$ cat src/rtl/gpio_irq_pkg.sv
package gpio_irq_pkg;

    // Byte offsets decoded by software drivers
    localparam logic [7:0] OFS_DOUT = 8'h00;
    localparam logic [7:0] OFS_DIN  = 8'h04;
    localparam logic [7:0] OFS_DIR  = 8'h08;
    localparam logic [7:0] OFS_DSET = 8'h10;
    localparam logic [7:0] OFS_DCLR = 8'h14;
    localparam logic [7:0] OFS_PEN  = 8'h18;
    localparam logic [7:0] OFS_PTYP = 8'h1C;
    localparam logic [7:0] OFS_IEN  = 8'h20;
    localparam logic [7:0] OFS_IST  = 8'h24;
    localparam logic [7:0] OFS_IMSK = 8'h2C;
    localparam logic [7:0] OFS_ICLR = 8'h30;
    localparam logic [7:0] OFS_TTYP = 8'h34;
    localparam logic [7:0] OFS_BOTH = 8'h38;
    localparam logic [7:0] OFS_TLVL = 8'h3C;
    localparam logic [7:0] OFS_DBEN = 8'h40;
    localparam logic [7:0] OFS_DBPS = 8'h44;

    typedef enum logic [1:0] {
        TRIG_RISE,
        TRIG_FALL,
        TRIG_ANY,
        TRIG_LEVEL
    } trig_kind_e;

endpackage

$ cat src/rtl/gpio_pin_sync.sv
// Two synchronizing flops plus one history flop for edge comparison.
module gpio_pin_sync #(
    parameter int W = 32
) (
    input  logic         clk,
    input  logic         rst_n,
    input  logic [W-1:0] raw_i,
    output logic [W-1:0] now_o,
    output logic [W-1:0] prev_o
);

    typedef struct packed {
        logic [W-1:0] s1;
        logic [W-1:0] s2;
        logic [W-1:0] s3;
    } sync_t;

    sync_t sy_d, sy_q;

    always_comb begin
        sy_d    = sy_q;
        sy_d.s1 = raw_i;
        sy_d.s2 = sy_q.s1;
        sy_d.s3 = sy_q.s2;
    end

    always_ff @(posedge clk) begin
        if (!rst_n) sy_q <= '0;
        else        sy_q <= sy_d;
    end

    assign now_o  = sy_q.s2;
    assign prev_o = sy_q.s3;

endmodule

$ cat src/rtl/gpio_evt_cell.sv
// Per-pin trigger decode and status bit.
module gpio_evt_cell
    import gpio_irq_pkg::*;
(
    input  logic clk,
    input  logic rst_n,
    input  logic lvl_now,
    input  logic lvl_prev,
    input  logic sense_lvl,
    input  logic pol,
    input  logic any_edge,
    input  logic clr,
    output logic st_o
);

    trig_kind_e kind;
    logic       hit;
    logic       st_d, st_q;

    always_comb begin
        if (sense_lvl)     kind = TRIG_LEVEL;
        else if (any_edge) kind = TRIG_ANY;
        else if (pol)      kind = TRIG_FALL;
        else               kind = TRIG_RISE;

        unique case (kind)
            TRIG_RISE:  hit = lvl_now & ~lvl_prev;
            TRIG_FALL:  hit = ~lvl_now & lvl_prev;
            TRIG_ANY:   hit = lvl_now ^ lvl_prev;
            default:    hit = lvl_now ^ pol;
        endcase

        // level status tracks the pin; edge status is sticky, new edge beats clear
        if (kind == TRIG_LEVEL) st_d = hit;
        else                    st_d = hit | (st_q & ~clr);
    end

    always_ff @(posedge clk) begin
        if (!rst_n) st_q <= 1'b0;
        else        st_q <= st_d;
    end

    assign st_o = st_q;

endmodule

$ cat src/rtl/gpio_irq_ctrl.sv
module gpio_irq_ctrl
    import gpio_irq_pkg::*;
#(
    parameter int NUM_PINS = 32,
    parameter int ADDR_W   = 7,
    parameter int DATA_W   = 32
) (
    input  logic                clk,
    input  logic                rst_n,
    input  logic                wr_en,
    input  logic                rd_en,
    input  logic [ADDR_W-1:0]   addr,
    input  logic [DATA_W-1:0]   wdata,
    output logic [DATA_W-1:0]   rdata,
    input  logic [NUM_PINS-1:0] pin_in,
    output logic [NUM_PINS-1:0] pin_out,
    output logic [NUM_PINS-1:0] pin_oe,
    output logic                irq
);

    localparam int N = NUM_PINS;

    typedef struct packed {
        logic [N-1:0]      dout;
        logic [N-1:0]      dir;
        logic [N-1:0]      pen;
        logic [N-1:0]      ptyp;
        logic [N-1:0]      ien;
        logic [N-1:0]      imsk;
        logic [N-1:0]      ttyp;
        logic [N-1:0]      both;
        logic [N-1:0]      tlvl;
        logic [N-1:0]      dben;
        logic [DATA_W-1:0] dbps;
        logic [DATA_W-1:0] rdata;
    } regs_t;

    regs_t r_d, r_q;

    logic [N-1:0] lvl_now, lvl_prev, evt_st, iclr_vec;
    logic [N-1:0] wpins;
    logic [DATA_W-1:0] rmux;

    assign wpins = wdata[N-1:0];

    gpio_pin_sync #(.W(N)) u_sync (
        .clk    (clk),
        .rst_n  (rst_n),
        .raw_i  (pin_in),
        .now_o  (lvl_now),
        .prev_o (lvl_prev)
    );

    assign iclr_vec = (wr_en && addr == ADDR_W'(OFS_ICLR)) ? wpins : '0;

    generate
        for (genvar i = 0; i < N; i++) begin : g_evt
            gpio_evt_cell u_cell (
                .clk       (clk),
                .rst_n     (rst_n),
                .lvl_now   (lvl_now[i]),
                .lvl_prev  (lvl_prev[i]),
                .sense_lvl (r_q.ttyp[i]),
                .pol       (r_q.tlvl[i]),
                .any_edge  (r_q.both[i]),
                .clr       (iclr_vec[i]),
                .st_o      (evt_st[i])
            );
        end
    endgenerate

    always_comb begin
        unique case (addr)
            ADDR_W'(OFS_DOUT): rmux = DATA_W'(r_q.dout);
            ADDR_W'(OFS_DIN):  rmux = DATA_W'(lvl_now);
            ADDR_W'(OFS_DIR):  rmux = DATA_W'(r_q.dir);
            ADDR_W'(OFS_PEN):  rmux = DATA_W'(r_q.pen);
            ADDR_W'(OFS_PTYP): rmux = DATA_W'(r_q.ptyp);
            ADDR_W'(OFS_IEN):  rmux = DATA_W'(r_q.ien);
            ADDR_W'(OFS_IST):  rmux = DATA_W'(evt_st);
            ADDR_W'(OFS_IMSK): rmux = DATA_W'(r_q.imsk);
            ADDR_W'(OFS_TTYP): rmux = DATA_W'(r_q.ttyp);
            ADDR_W'(OFS_BOTH): rmux = DATA_W'(r_q.both);
            ADDR_W'(OFS_TLVL): rmux = DATA_W'(r_q.tlvl);
            ADDR_W'(OFS_DBEN): rmux = DATA_W'(r_q.dben);
            ADDR_W'(OFS_DBPS): rmux = r_q.dbps;
            default:           rmux = '0;
        endcase
    end

    always_comb begin
        r_d = r_q;
        if (wr_en) begin
            unique case (addr)
                ADDR_W'(OFS_DOUT): r_d.dout = wpins;
                ADDR_W'(OFS_DIR):  r_d.dir  = wpins;
                ADDR_W'(OFS_DSET): r_d.dout = r_q.dout | wpins;
                ADDR_W'(OFS_DCLR): r_d.dout = r_q.dout & ~wpins;
                ADDR_W'(OFS_PEN):  r_d.pen  = wpins;
                ADDR_W'(OFS_PTYP): r_d.ptyp = wpins;
                ADDR_W'(OFS_IEN):  r_d.ien  = wpins;
                ADDR_W'(OFS_IMSK): r_d.imsk = wpins;
                ADDR_W'(OFS_TTYP): r_d.ttyp = wpins;
                ADDR_W'(OFS_BOTH): r_d.both = wpins;
                ADDR_W'(OFS_TLVL): r_d.tlvl = wpins;
                ADDR_W'(OFS_DBEN): r_d.dben = wpins;
                ADDR_W'(OFS_DBPS): r_d.dbps = wdata;
                default: ;
            endcase
        end
        if (rd_en) r_d.rdata = rmux;
    end

    always_ff @(posedge clk) begin
        if (!rst_n) r_q <= '0;
        else        r_q <= r_d;
    end

    assign rdata   = r_q.rdata;
    assign pin_out = r_q.dout;
    assign pin_oe  = r_q.dir;
    assign irq     = |(evt_st & r_q.ien & ~r_q.imsk);

endmodule

$ cat config.mk
export PLATFORM = sky130hd
export DESIGN_NAME = gpio_irq_ctrl
export DESIGN_NICKNAME = d
export VERILOG_FILES = /design/src/rtl/gpio_irq_pkg.sv /design/src/rtl/gpio_pin_sync.sv /design/src/rtl/gpio_evt_cell.sv /design/src/rtl/gpio_irq_ctrl.sv
export SDC_FILE = /design/constraint.sdc
export NUM_CORES = 1
export LEC_CHECK = 0
export BUFFER_PORTS_ARGS = -buffer_cell sky130_fd_sc_hd__buf_2
export CORE_MARGIN = 2
export CORE_UTILIZATION = 60
export CTS_CLUSTER_DIAMETER = 80
export DETAILED_ROUTE_END_ITERATION = 10
export PLACE_DENSITY_LB_ADDON = 0.12
export SLEW_MARGIN = 5
export SYNTH_ARGS = -nofsm -noshare
export SYNTH_HDL_FRONTEND = slang
export SYNTH_SLANG_ARGS = --single-unit
$ cat constraint.sdc
create_clock -name clk -period 2.8 [get_ports clk]
set_input_delay 0.56 -clock clk [delete_from_list [all_inputs] [get_ports clk]]
set_output_delay 0.56 -clock clk [all_outputs]
set_load 0.01 [all_outputs]
# Yosys cells after proc, flatten, opt, wreduce, memory -nomap -nowiden
# Index checks and enable logic that the tools add are counted.
[classes]
eq_ne = 111
mux = 163
n_bitwise = 294
n_reduce_logical = 47
[op_table]
columns = ["operator", "count"]
rows = [
  ["32-bit one-hot mux with 13 select lines", 1],
  ["2-bit == test (second input constant)", 64],
  ["2-bit 2-to-1 mux", 64],
  ["1-bit bitwise AND", 96],
  ["32-bit bitwise AND", 3],
  ["1-bit inverter", 96],
  ["1-bit one-hot mux with 3 select lines", 32],
  ["32-bit one-hot mux with 3 select lines", 1],
  ["2-bit by 1-bit == test with 1-bit output (second input constant)", 32],
  ["2-bit zero test", 32],
  ["1-bit 2-to-1 mux", 64],
  ["32-bit inverter", 2],
  ["1-bit XOR", 64],
  ["7-bit by 6-bit == test with 1-bit output (second input constant)", 7],
  ["32-bit 2-to-1 mux", 1],
  ["1-bit bitwise OR", 32],
  ["32-bit bitwise OR", 1],
  ["32-bit OR reduction", 1],
  ["7-bit by 5-bit == test with 1-bit output (second input constant)", 4],
  ["2-bit AND reduction", 11],
  ["7-bit == test (second input constant)", 2],
  ["7-bit by 3-bit == test with 1-bit output (second input constant)", 1],
  ["7-bit by 4-bit == test with 1-bit output (second input constant)", 1],
  ["7-bit zero test", 1],
  ["2 further kinds", 2],
]
[totals]
reg_bits = 512

# Depth between registers and ports, before layout
# Gate-level depths: netlist of the first run.
[depth]
depth_word = 7
depth_mapped = 10
mapped_depth_nobuf = 5

# Hierarchy
# From an unflattened synthesis of the first run, not the netlist that was laid out.
[unflattened]
cells_unflattened = 2977
area_unflattened_um2 = 25189.2
[modules_own_cells]
columns = ["mod", "n_inst", "cells_each", "area_per_inst_um2", "seq_area_each_um2"]
rows = [
  ["gpio_irq_ctrl", 1, 2359, 19342.3, 7687.4],
  ["gpio_evt_cell", 32, 12, 93.8, 20.0],
  ["gpio_pin_sync", 1, 234, 2844.0, 1921.8],
]

# Least setup slack after synthesis of the first run
# No wires, ideal clock.
[synth_path]
kind = "in2reg"
from = "input port addr[2]"
to = "register r_q, in the netlist rdata[15]"
setup_time_ns = 0.127
arrival_time_ns = 2.084
required_ns = 2.673
path_slack_ns = 0.589
stages = 7
n_path_buf = 2
cell_sequence = "buf_4 -> clkbuf_1 -> mux4_2 -> and3_1 -> a221o_1 -> a2111oi_2 -> o21ai_1"
[synth_via]
elab_chain_len = 2
elab_cells_between_ends = 14
classes_between = "eq/ne: 12; mux: 1; reduce/logical: 1"
[synth_lines]
columns = ["element", "line_no", "source"]
rows = [
  ["from (decl)", "gpio_irq_ctrl.sv:12", "input logic [ADDR_W-1:0] addr,"],
  ["7-bit == test, or another cell as far along", "gpio_irq_ctrl.sv:73", "unique case (addr)"],
  ["32-bit one-hot mux with 13 select lines (*)", "gpio_irq_ctrl.sv:73", ""],
  ["to (signal assigned)", "gpio_irq_ctrl.sv:116", "else r_q <= r_d;"],
  ["to (decl)", "gpio_irq_ctrl.sv:38", "regs_t r_d, r_q;"],
]
# Mark *: on every way between the ends. The rest lies on a longest branch, timed or not.
# A chain may end at the register's enable or synchronous reset.

# Worst setup path after layout of the first run
[layout_path]
from = "register r_q[223] (netlist name)"
to = "output port irq"
[layout_via]
elab_chain_len = 3
[layout_lines]
columns = ["element", "line_no", "source"]
rows = [
  ["32-bit inverter", "gpio_irq_ctrl.sv:122", "assign irq = |(evt_st & r_q.ien & ~r_q.imsk);"],
  ["32-bit bitwise AND", "gpio_irq_ctrl.sv:122", ""],
  ["32-bit OR reduction", "gpio_irq_ctrl.sv:122", ""],
  ["to (decl)", "gpio_irq_ctrl.sv:18", "output logic irq"],
]
# No other way between the ends.

==> out/results.ini, run 1 <==
[status]
status = complete, no violations

[clocking]
hold_buffers = 0
cts.sinks = 512
h-tree-depth = 2
cts_resized = 0
cts_buffer_depth = 3
cts_tree = done
ctsRootBufferMaster = clkbuf_16
clk_pin_slew_ns = 0.06
worstSkewPairLatency_ns = 0.61
post_cts_buffers = 0
cts_buffers = 53

[die]
start_util = 0.608
fp.coreArea_um2 = 38700
die_w_um = 202
die_y_um = 202
io_pins = 172
num_rows = 72
die-area_um2 = 40900

[timing]
rsz0062_at_grt = no
setup_ws_ns = 0.104
skew_ns = 0.0189
finalSetupViolCount = 0
maxSlewViolCount = 0
min_period_over_period = 0.963
max_freq_mhz = 371
relSlewSlack = 0.571
worstMarginPinSlew_ns = 0.644
fin_crit_ns = 2.70
fin_setup_tns_ns = 0
hold_viol = 0

[drt]
dr_wl_met3_um = 8280
drc_errors = 0
vias = 20400
met1_length_um = 30300
drt_iter0_drc = 2580
drt-pass1-iter-count = 6
wire_per_inst_um = 23.2
routed_wl_um = 77200
met2_length_um = 34600
highest_layer = met4
antenna_left = 0
vias_per_cell = 6.13

[power]
ir_worst_vdd_uv = 500
p_total_uw = 15100
powerDensity_nw_per_um2 = 582
p_leak_uw = 0.00969

[logic_synthesis]
synthTopCellsByArea = dfxtp_1 43%, nand2_1 12%, a21boi_0 9.6%, mux2i_1 4.9%, buf_4 3.2%
ys_ff_latch = 512
syn_avg_cell_area_um2 = 8.49
synthesis.nets = 2850
synth_area_um2 = 23600
synth.most_common_cell = nand2_1
async_reset_ff_frac = 0
yosys_warnings = 0
ys_types = 58
synth_top_cell_by_area = dfxtp_1
synthFlopType = dfxtp_1
yosys.area.top_type_share = 0.435
seq_area_frac_synth = 0.435
synth_edf_count = 0
synthTopCellsByCount = 746 x nand2_1, 512 x dfxtp_1, 302 x a21boi_0, 155 x clkbuf_1, 116 x mux2i_1
synth_cells = 2775

[global_routing]
grt_pass1_vias = 19500
grt_max_degree = 165
grt-ovfl-total = 0
grt_use_total = 0.372
grt_pass1_wl_um = 116000
antenna_found_initial = 1

[final_layout]
seq_area_um2 = 10200
drive_above_1_share = 0.136
fin_nets = 2846
multi_input_area_um2 = 11600
utilization = 0.671
syn2layout_area_growth_pct = 10.4
design_area_um2 = 26000
n_fill_cell = 3203

[critical_path]
setup.worst_path.start = r_q[223]$_SDFFE_PN0P_
critPathCaptureType = output pin
critPathSlowestCell = dfxtp_1
slowest_delay_ns = 0.45
path_cells = o22ai_1 > or2_2 > nor3_1 > nand4_1 > buf_2
crit_type = flop to output pin
worstPathMaxFanout = 3
reg2regPathDepth = 5
crit_cells = 5
crit_buf_inv = 1
rrSetupSlack_ns = 0.93
crit_path_start_kind = flop
crit_family = simple AND/OR/NAND/NOR gates
required_ns = 2.24
rr_startpoint = u_sync.now_o[2]$_SDFF_PN0_
cp-endpoint = irq
worstReg2RegEnd = rdata[2]$_SDFFE_PN0P_
crit_arrival_ns = 2.14

[job]
maxCapViolations = 0

[placed_design]
pre_cts_ws_ns = 0.299
io_buffers = 171
routabilityCongestion = 0.923
place_area_um2 = 24300
dp_hpwl_um = 48900

[min_path]
min_from = pin_in[14]
min_path_type = input pin to flop

## metrics by stage
step / std cells / hold slack (ns)
after floorplan: 2775 / 0.412
after global placement: 3234 / 0.414
after detailed placement: 3234 / 0.417
after CTS: 3325 / 0.137
after global routing: 3325 / 0.153
final: 3326 / 0.158
## layer usage
metal,GRT usage,up-vias
li1,-,9277
met1,0.477,9686
met2,0.591,1154
met3,0.0861,267
met4,0.186,0
met5,0,-
## flip-flops by register name (all words and copies together) (netlist names)
register           flops
g_evt.u_cell.st_o     32
pin_oe                32
pin_out               32
r_q                  288
rdata                 32
u_sync.now_o          32
u_sync.prev_o         32
u_sync.sy_d           32
## cell type report
cell class	instances	area share
multi-input combinational	1931	0.446
clock buffer	78	0.0605
antenna	1	0.0000962
tap	518	0.0249
sequential	512	0.394
inverter	5	0.000722
clock inverter	13	0.00471
timing repair buffer	268	0.0687
## kinds of logic (layout without fill, tap and decap cells)
| family | after synthesis | count (layout) | synth area share |
|---|---|---|---|
| DFF | 512 | 512 | 0.435 |
| xor gates and xnor gates | 64 | 64 | 0.0238 |
| AOI/OAI and AO/OA | 637 | 637 | 0.201 |
| other | 0 | 1 | 0 |
| and+or+nand+nor | 1101 | 1101 | 0.204 |
| muxes | 129 | 129 | 0.0623 |
| buffers and inverters | 332 | 364 | 0.0735 |
## placed cells by master, fill, tap and decap left out, types with 12 or more instances in the layout
cell type  synthesis  routed
a221o_1           13      13
and2_1           100      98
o21ai_0           38      38
a32oi_1           18      18
clkbuf_1         155      12
buf_12             1      15
xor2_1            62      62
buf_2             66     168
o2bb2ai_1         19      19
dfxtp_1          512     512
buf_4            101      84
a21oi_1           18      18
o22ai_1           77      77
nor2b_1           34      33
a2111oi_2         13      13
a21boi_1          78      78
a21boi_0         302     302
nand3b_1          30      30
mux2i_1          116     116
clkbuf_16          0      55
nand2_1          746     746
nand3_1           36      36
and3_1            23      23
a22oi_1           18      18
nor2_1           104     103
a221oi_1          19      19
## worst register-to-register path: stages, from the launching register on
cell and delay [ns]:
dfxtp_1 0.38, mux4_1 0.52, and3_1 0.19, a221o_1 0.29, a2111oi_2 0.23, o21ai_0 0.13
## power breakdown
| part | internal (µW) | switching (µW) |
|---|---|---|
| combinational | 286 | 462 |
| sequential | 7360 | 60.8 |
| clock | 4040 | 2920 |
## worst min-delay path by stage
stage                     slack [ns]                         end  cells past startpoint
after floorplan                 0.41  u_sync.now_o[0]$_SDFF_PN0_                      1
after CTS                       0.14  u_sync.sy_d[45]$_SDFF_PN0_                      2
after global placement          0.41  u_sync.now_o[1]$_SDFF_PN0_                      1
after global routing            0.15  u_sync.sy_d[52]$_SDFF_PN0_                      2
after detailed placement        0.42  u_sync.now_o[3]$_SDFF_PN0_                      1
final                           0.16  u_sync.sy_d[46]$_SDFF_PN0_                      2
Note: power is estimated with default switching activity, not from simulation.
==> run 2: changes to the inputs <==
--- a/config.mk
+++ b/config.mk
@@ -7,8 +7,9 @@
 export LEC_CHECK = 0
 export BUFFER_PORTS_ARGS = -buffer_cell sky130_fd_sc_hd__buf_2
 export CORE_MARGIN = 2
-export CORE_UTILIZATION = 60
+export CORE_UTILIZATION = 55
 export CTS_CLUSTER_DIAMETER = 80
+export CTS_CLUSTER_SIZE = 30
 export DETAILED_ROUTE_END_ITERATION = 10
 export PLACE_DENSITY_LB_ADDON = 0.12
 export SLEW_MARGIN = 5
==> constraint.sdc (replaced) <==
create_clock -name clk -period 2.39 [get_ports clk]
set_input_delay 0.478 -clock clk [delete_from_list [all_inputs] [get_ports clk]]
set_output_delay 0.478 -clock clk [all_outputs]
set_load 0.01 [all_outputs]
==> out/results.ini, run 2 (synthesis results as in run 1) <==
[min_path]
worstHoldEndpoint = u_sync.sy_d[53]$_SDFF_PN0_
min_from = pin_in[21]
min_path_type = input pin to flop
worstHoldPathCells = 2  ; unchanged

[power]
p_leak_uw = 0.00946  ; -2.4%
pwr-share-comb = 0.058  ; +0.009
swShare = 0.258  ; +0.0308
ir_worst_vdd_uv = 652  ; +30%
power_switching_uw = 3960  ; +15%
p_total_uw = 15300  ; +1.4%
p_int_uw = 11400  ; -2.7%
powerDensity_nw_per_um2 = 598  ; +2.7%
p_seq_frac = 0.566  ; +0.075
clkPwrFrac = 0.376  ; -0.084

[drt]
drt_iter0_drc = 1874  ; -27%
met2_length_um = 35700  ; +3.0%
vias = 19900  ; -2.6%
vias_per_cell = 5.99  ; -2.3%
drt-pass1-iter-count = 6  ; unchanged
highest_layer = met5
met1_length_um = 31300  ; +3.1%
routed_wl_um = 76000  ; -1.6%
dr_wl_met3_um = 5810  ; -30%
antenna_left = 0  ; unchanged
wire_per_inst_um = 22.9  ; -1.3%
drc_errors = 0  ; unchanged

[critical_path]
worstPathMaxFanout = 3  ; unchanged
crit_type = flop to output pin
reg2regPathDepth = 5  ; unchanged
slowest_delay_ns = 0.47  ; +0.02 ns
path_cells = o22ai_1 > nor4_1 > nand4_1 > buf_2
critPathSlowestCell = dfxtp_1
crit_path_start_kind = flop
critPathCaptureType = output pin
rrSetupSlack_ns = 0.62  ; -0.31 ns
worstReg2RegEnd = rdata[10]$_SDFFE_PN0P_
required_ns = 1.91  ; -0.33 ns
rr_startpoint = pin_out[10]$_SDFFE_PN0P_
crit_arrival_ns = 2.02  ; -0.12 ns

[final_layout]
fin_nets = 2831  ; -0.53%
mostFrequentLayoutCells = 739 x nand2_1, 502 x dfxtp_1, 302 x a21boi_0
drive_above_1_share = 0.138  ; +0.00162
multi_input_area_um2 = 11700  ; +0.66%
n_fill_cell = 3693  ; +15%
seq_area_um2 = 10300  ; +0.15%
largest_register_ffs = 288  ; unchanged
final_common_cell = nand2_1
syn2layout_area_growth_pct = 8.95
max_flop_register = r_q

[placed_design]
pre_cts_ws_ns = 0.0250  ; -0.274 ns
io_buffers = 171  ; unchanged
dp_hpwl_um = 49700  ; +1.5%
routabilityCongestion = 0.925  ; +0.23%

[die]
die-area_um2 = 44500  ; +8.9%
num_rows = 75  ; +4.2%
die_w_um = 211  ; +4.4%
die_y_um = 211  ; +4.4%
fp.coreArea_um2 = 42100  ; +8.8%
io_pins = 172  ; unchanged
start_util = 0.559  ; -0.0491

[clocking]
ctsRootBufferMaster = clkbuf_16
h-tree-depth = 1  ; -1
cts.sinks = 512  ; unchanged
cts_buffers = 27  ; -49%
cts_buffer_depth = 3  ; unchanged
cts_tree = done
worstSkewPairLatency_ns = 0.63  ; +0.02 ns
clk_pin_slew_ns = 0.11  ; +0.05 ns

[timing]
maxSlewViolCount = 0  ; unchanged
finalSetupViolCount = 1  ; +1
fin_crit_ns = 2.50
rsz0062_at_grt = yes
max_freq_mhz = 400
worstMarginPinSlew_ns = 0.915  ; +0.271 ns
skew_ns = 0.0382  ; +0.0193 ns
hold_viol = 0  ; unchanged
setup_ws_ns = -0.109  ; -0.213 ns
min_period_over_period = 1.05
relSlewSlack = 0.390  ; -0.181

[global_routing]
grt_use_total = 0.336  ; -0.0361
grt-ovfl-total = 0  ; unchanged
grt_pass1_vias = 18800  ; -3.7%
antenna_found_initial = 4  ; +3
grt_max_degree = 251  ; +52%
grt_pass1_wl_um = 114000  ; -1.8%

[status]
violations = setup timing
status = finished with violations

[job]
maxCapViolations = 0  ; unchanged

[run 2: changes by cell type in the layout (fill, tap and decap cells not counted), moves of 4 or more]
| cell | before | now |
|---|---|---|
| clkbuf_1 | 12 | 1 |
| dfxtp_1 | 512 | 502 |
| dfxtp_2 | 0 | 9 |
| nand2_1 | 746 | 739 |
| buf_12 | 15 | 30 |
| clkbuf_8 | 11 | 0 |
| nand2_2 | 0 | 6 |
| clkinv_2 | 9 | 0 |
| buf_4 | 84 | 80 |
| inv_12 | 0 | 4 |
| clkbuf_16 | 55 | 27 |
[run 2: per-stage QoR]
stage / cell area (µm²) / setup TNS, ns / cells / hold slack (ns) / utilization
floorplan: 23600 / 0 / 2775 / 0.412 / -
global placement: 24600 / 0 / 3264 / 0.415 / 0.584
detailed placement: 24600 / 0 / 3264 / 0.420 / 0.584
CTS: 25700 / -0.0914 / 3313 / 0.0251 / 0.609
global route: 25700 / -0.110 / 3315 / 0.0295 / 0.609
finish: 25700 / -0.109 / 3316 / 0.0431 / 0.609
[run 2: worst max-delay path, delay by kind of cell (launching register included)]
| kind | cells | cell delay, ns |
|---|---|---|
| AOI/OAI and AO/OA | 1 | 0.13 |
| buffers and inverters | 1 | 0.22 |
| DFF | 1 | 0.47 |
| and+or+nand+nor | 2 | 0.57 |
[run 2: final cells by class]
type	instances	area share
multi-input combinational	1931	0.455
tap	539	0.0263
clock inverter	19	0.0114
sequential	512	0.400
antenna	3	0.000292
clock buffer	28	0.0265
inverter	5	0.000731
timing repair buffer	279	0.0801
[run 2: power groups by stage]
stage	Sequential, µW	Clock (µW)	Combinational, µW
2_1_floorplan	8860	0	559
3_3_place_gp	8880	0	865
3_5_place_dp	8880	0	875
4_1_cts	8690	5830	879
5_1_grt	8700	6130	942
6_report	8690	5760	891
[run 2: per-layer routing]
layer | vias to the layer above | track usage
met4 | 2 | 0.143
met1 | 9555 | 0.441
li1 | 9226 | -
met3 | 187 | 0.0410
met5 | - | 0
met2 | 891 | 0.560
[run 2: worst max-delay path by stage]
stage / startpoint / to / slack [ns] / depth (start not counted)
finish: r_q[216]$_SDFFE_PN0P_ / irq / -0.11 / 4
global route: g_evt[3].u_cell.st_o$_SDFF_PN0_ / irq / -0.11 / 5
CTS: g_evt[14].u_cell.st_o$_SDFF_PN0_ / irq / -0.09 / 6
detailed placement: addr[6] / rdata[15]$_SDFFE_PN0P_ / 0.02 / 8
global placement: addr[6] / rdata[16]$_SDFFE_PN0P_ / 0.05 / 8
floorplan: addr[2] / rdata[15]$_SDFFE_PN0P_ / 0.26 / 7
[run 2: what timing repair did]
item                                    4_1_cts  5_1_grt
hold endpoints to repair                      0        0
hold buffers                                  0        0
gates resized for setup                      26        2
buffers inserted                              2        0
pin swaps                                     6        2
endpoints found under the setup margin        1        1
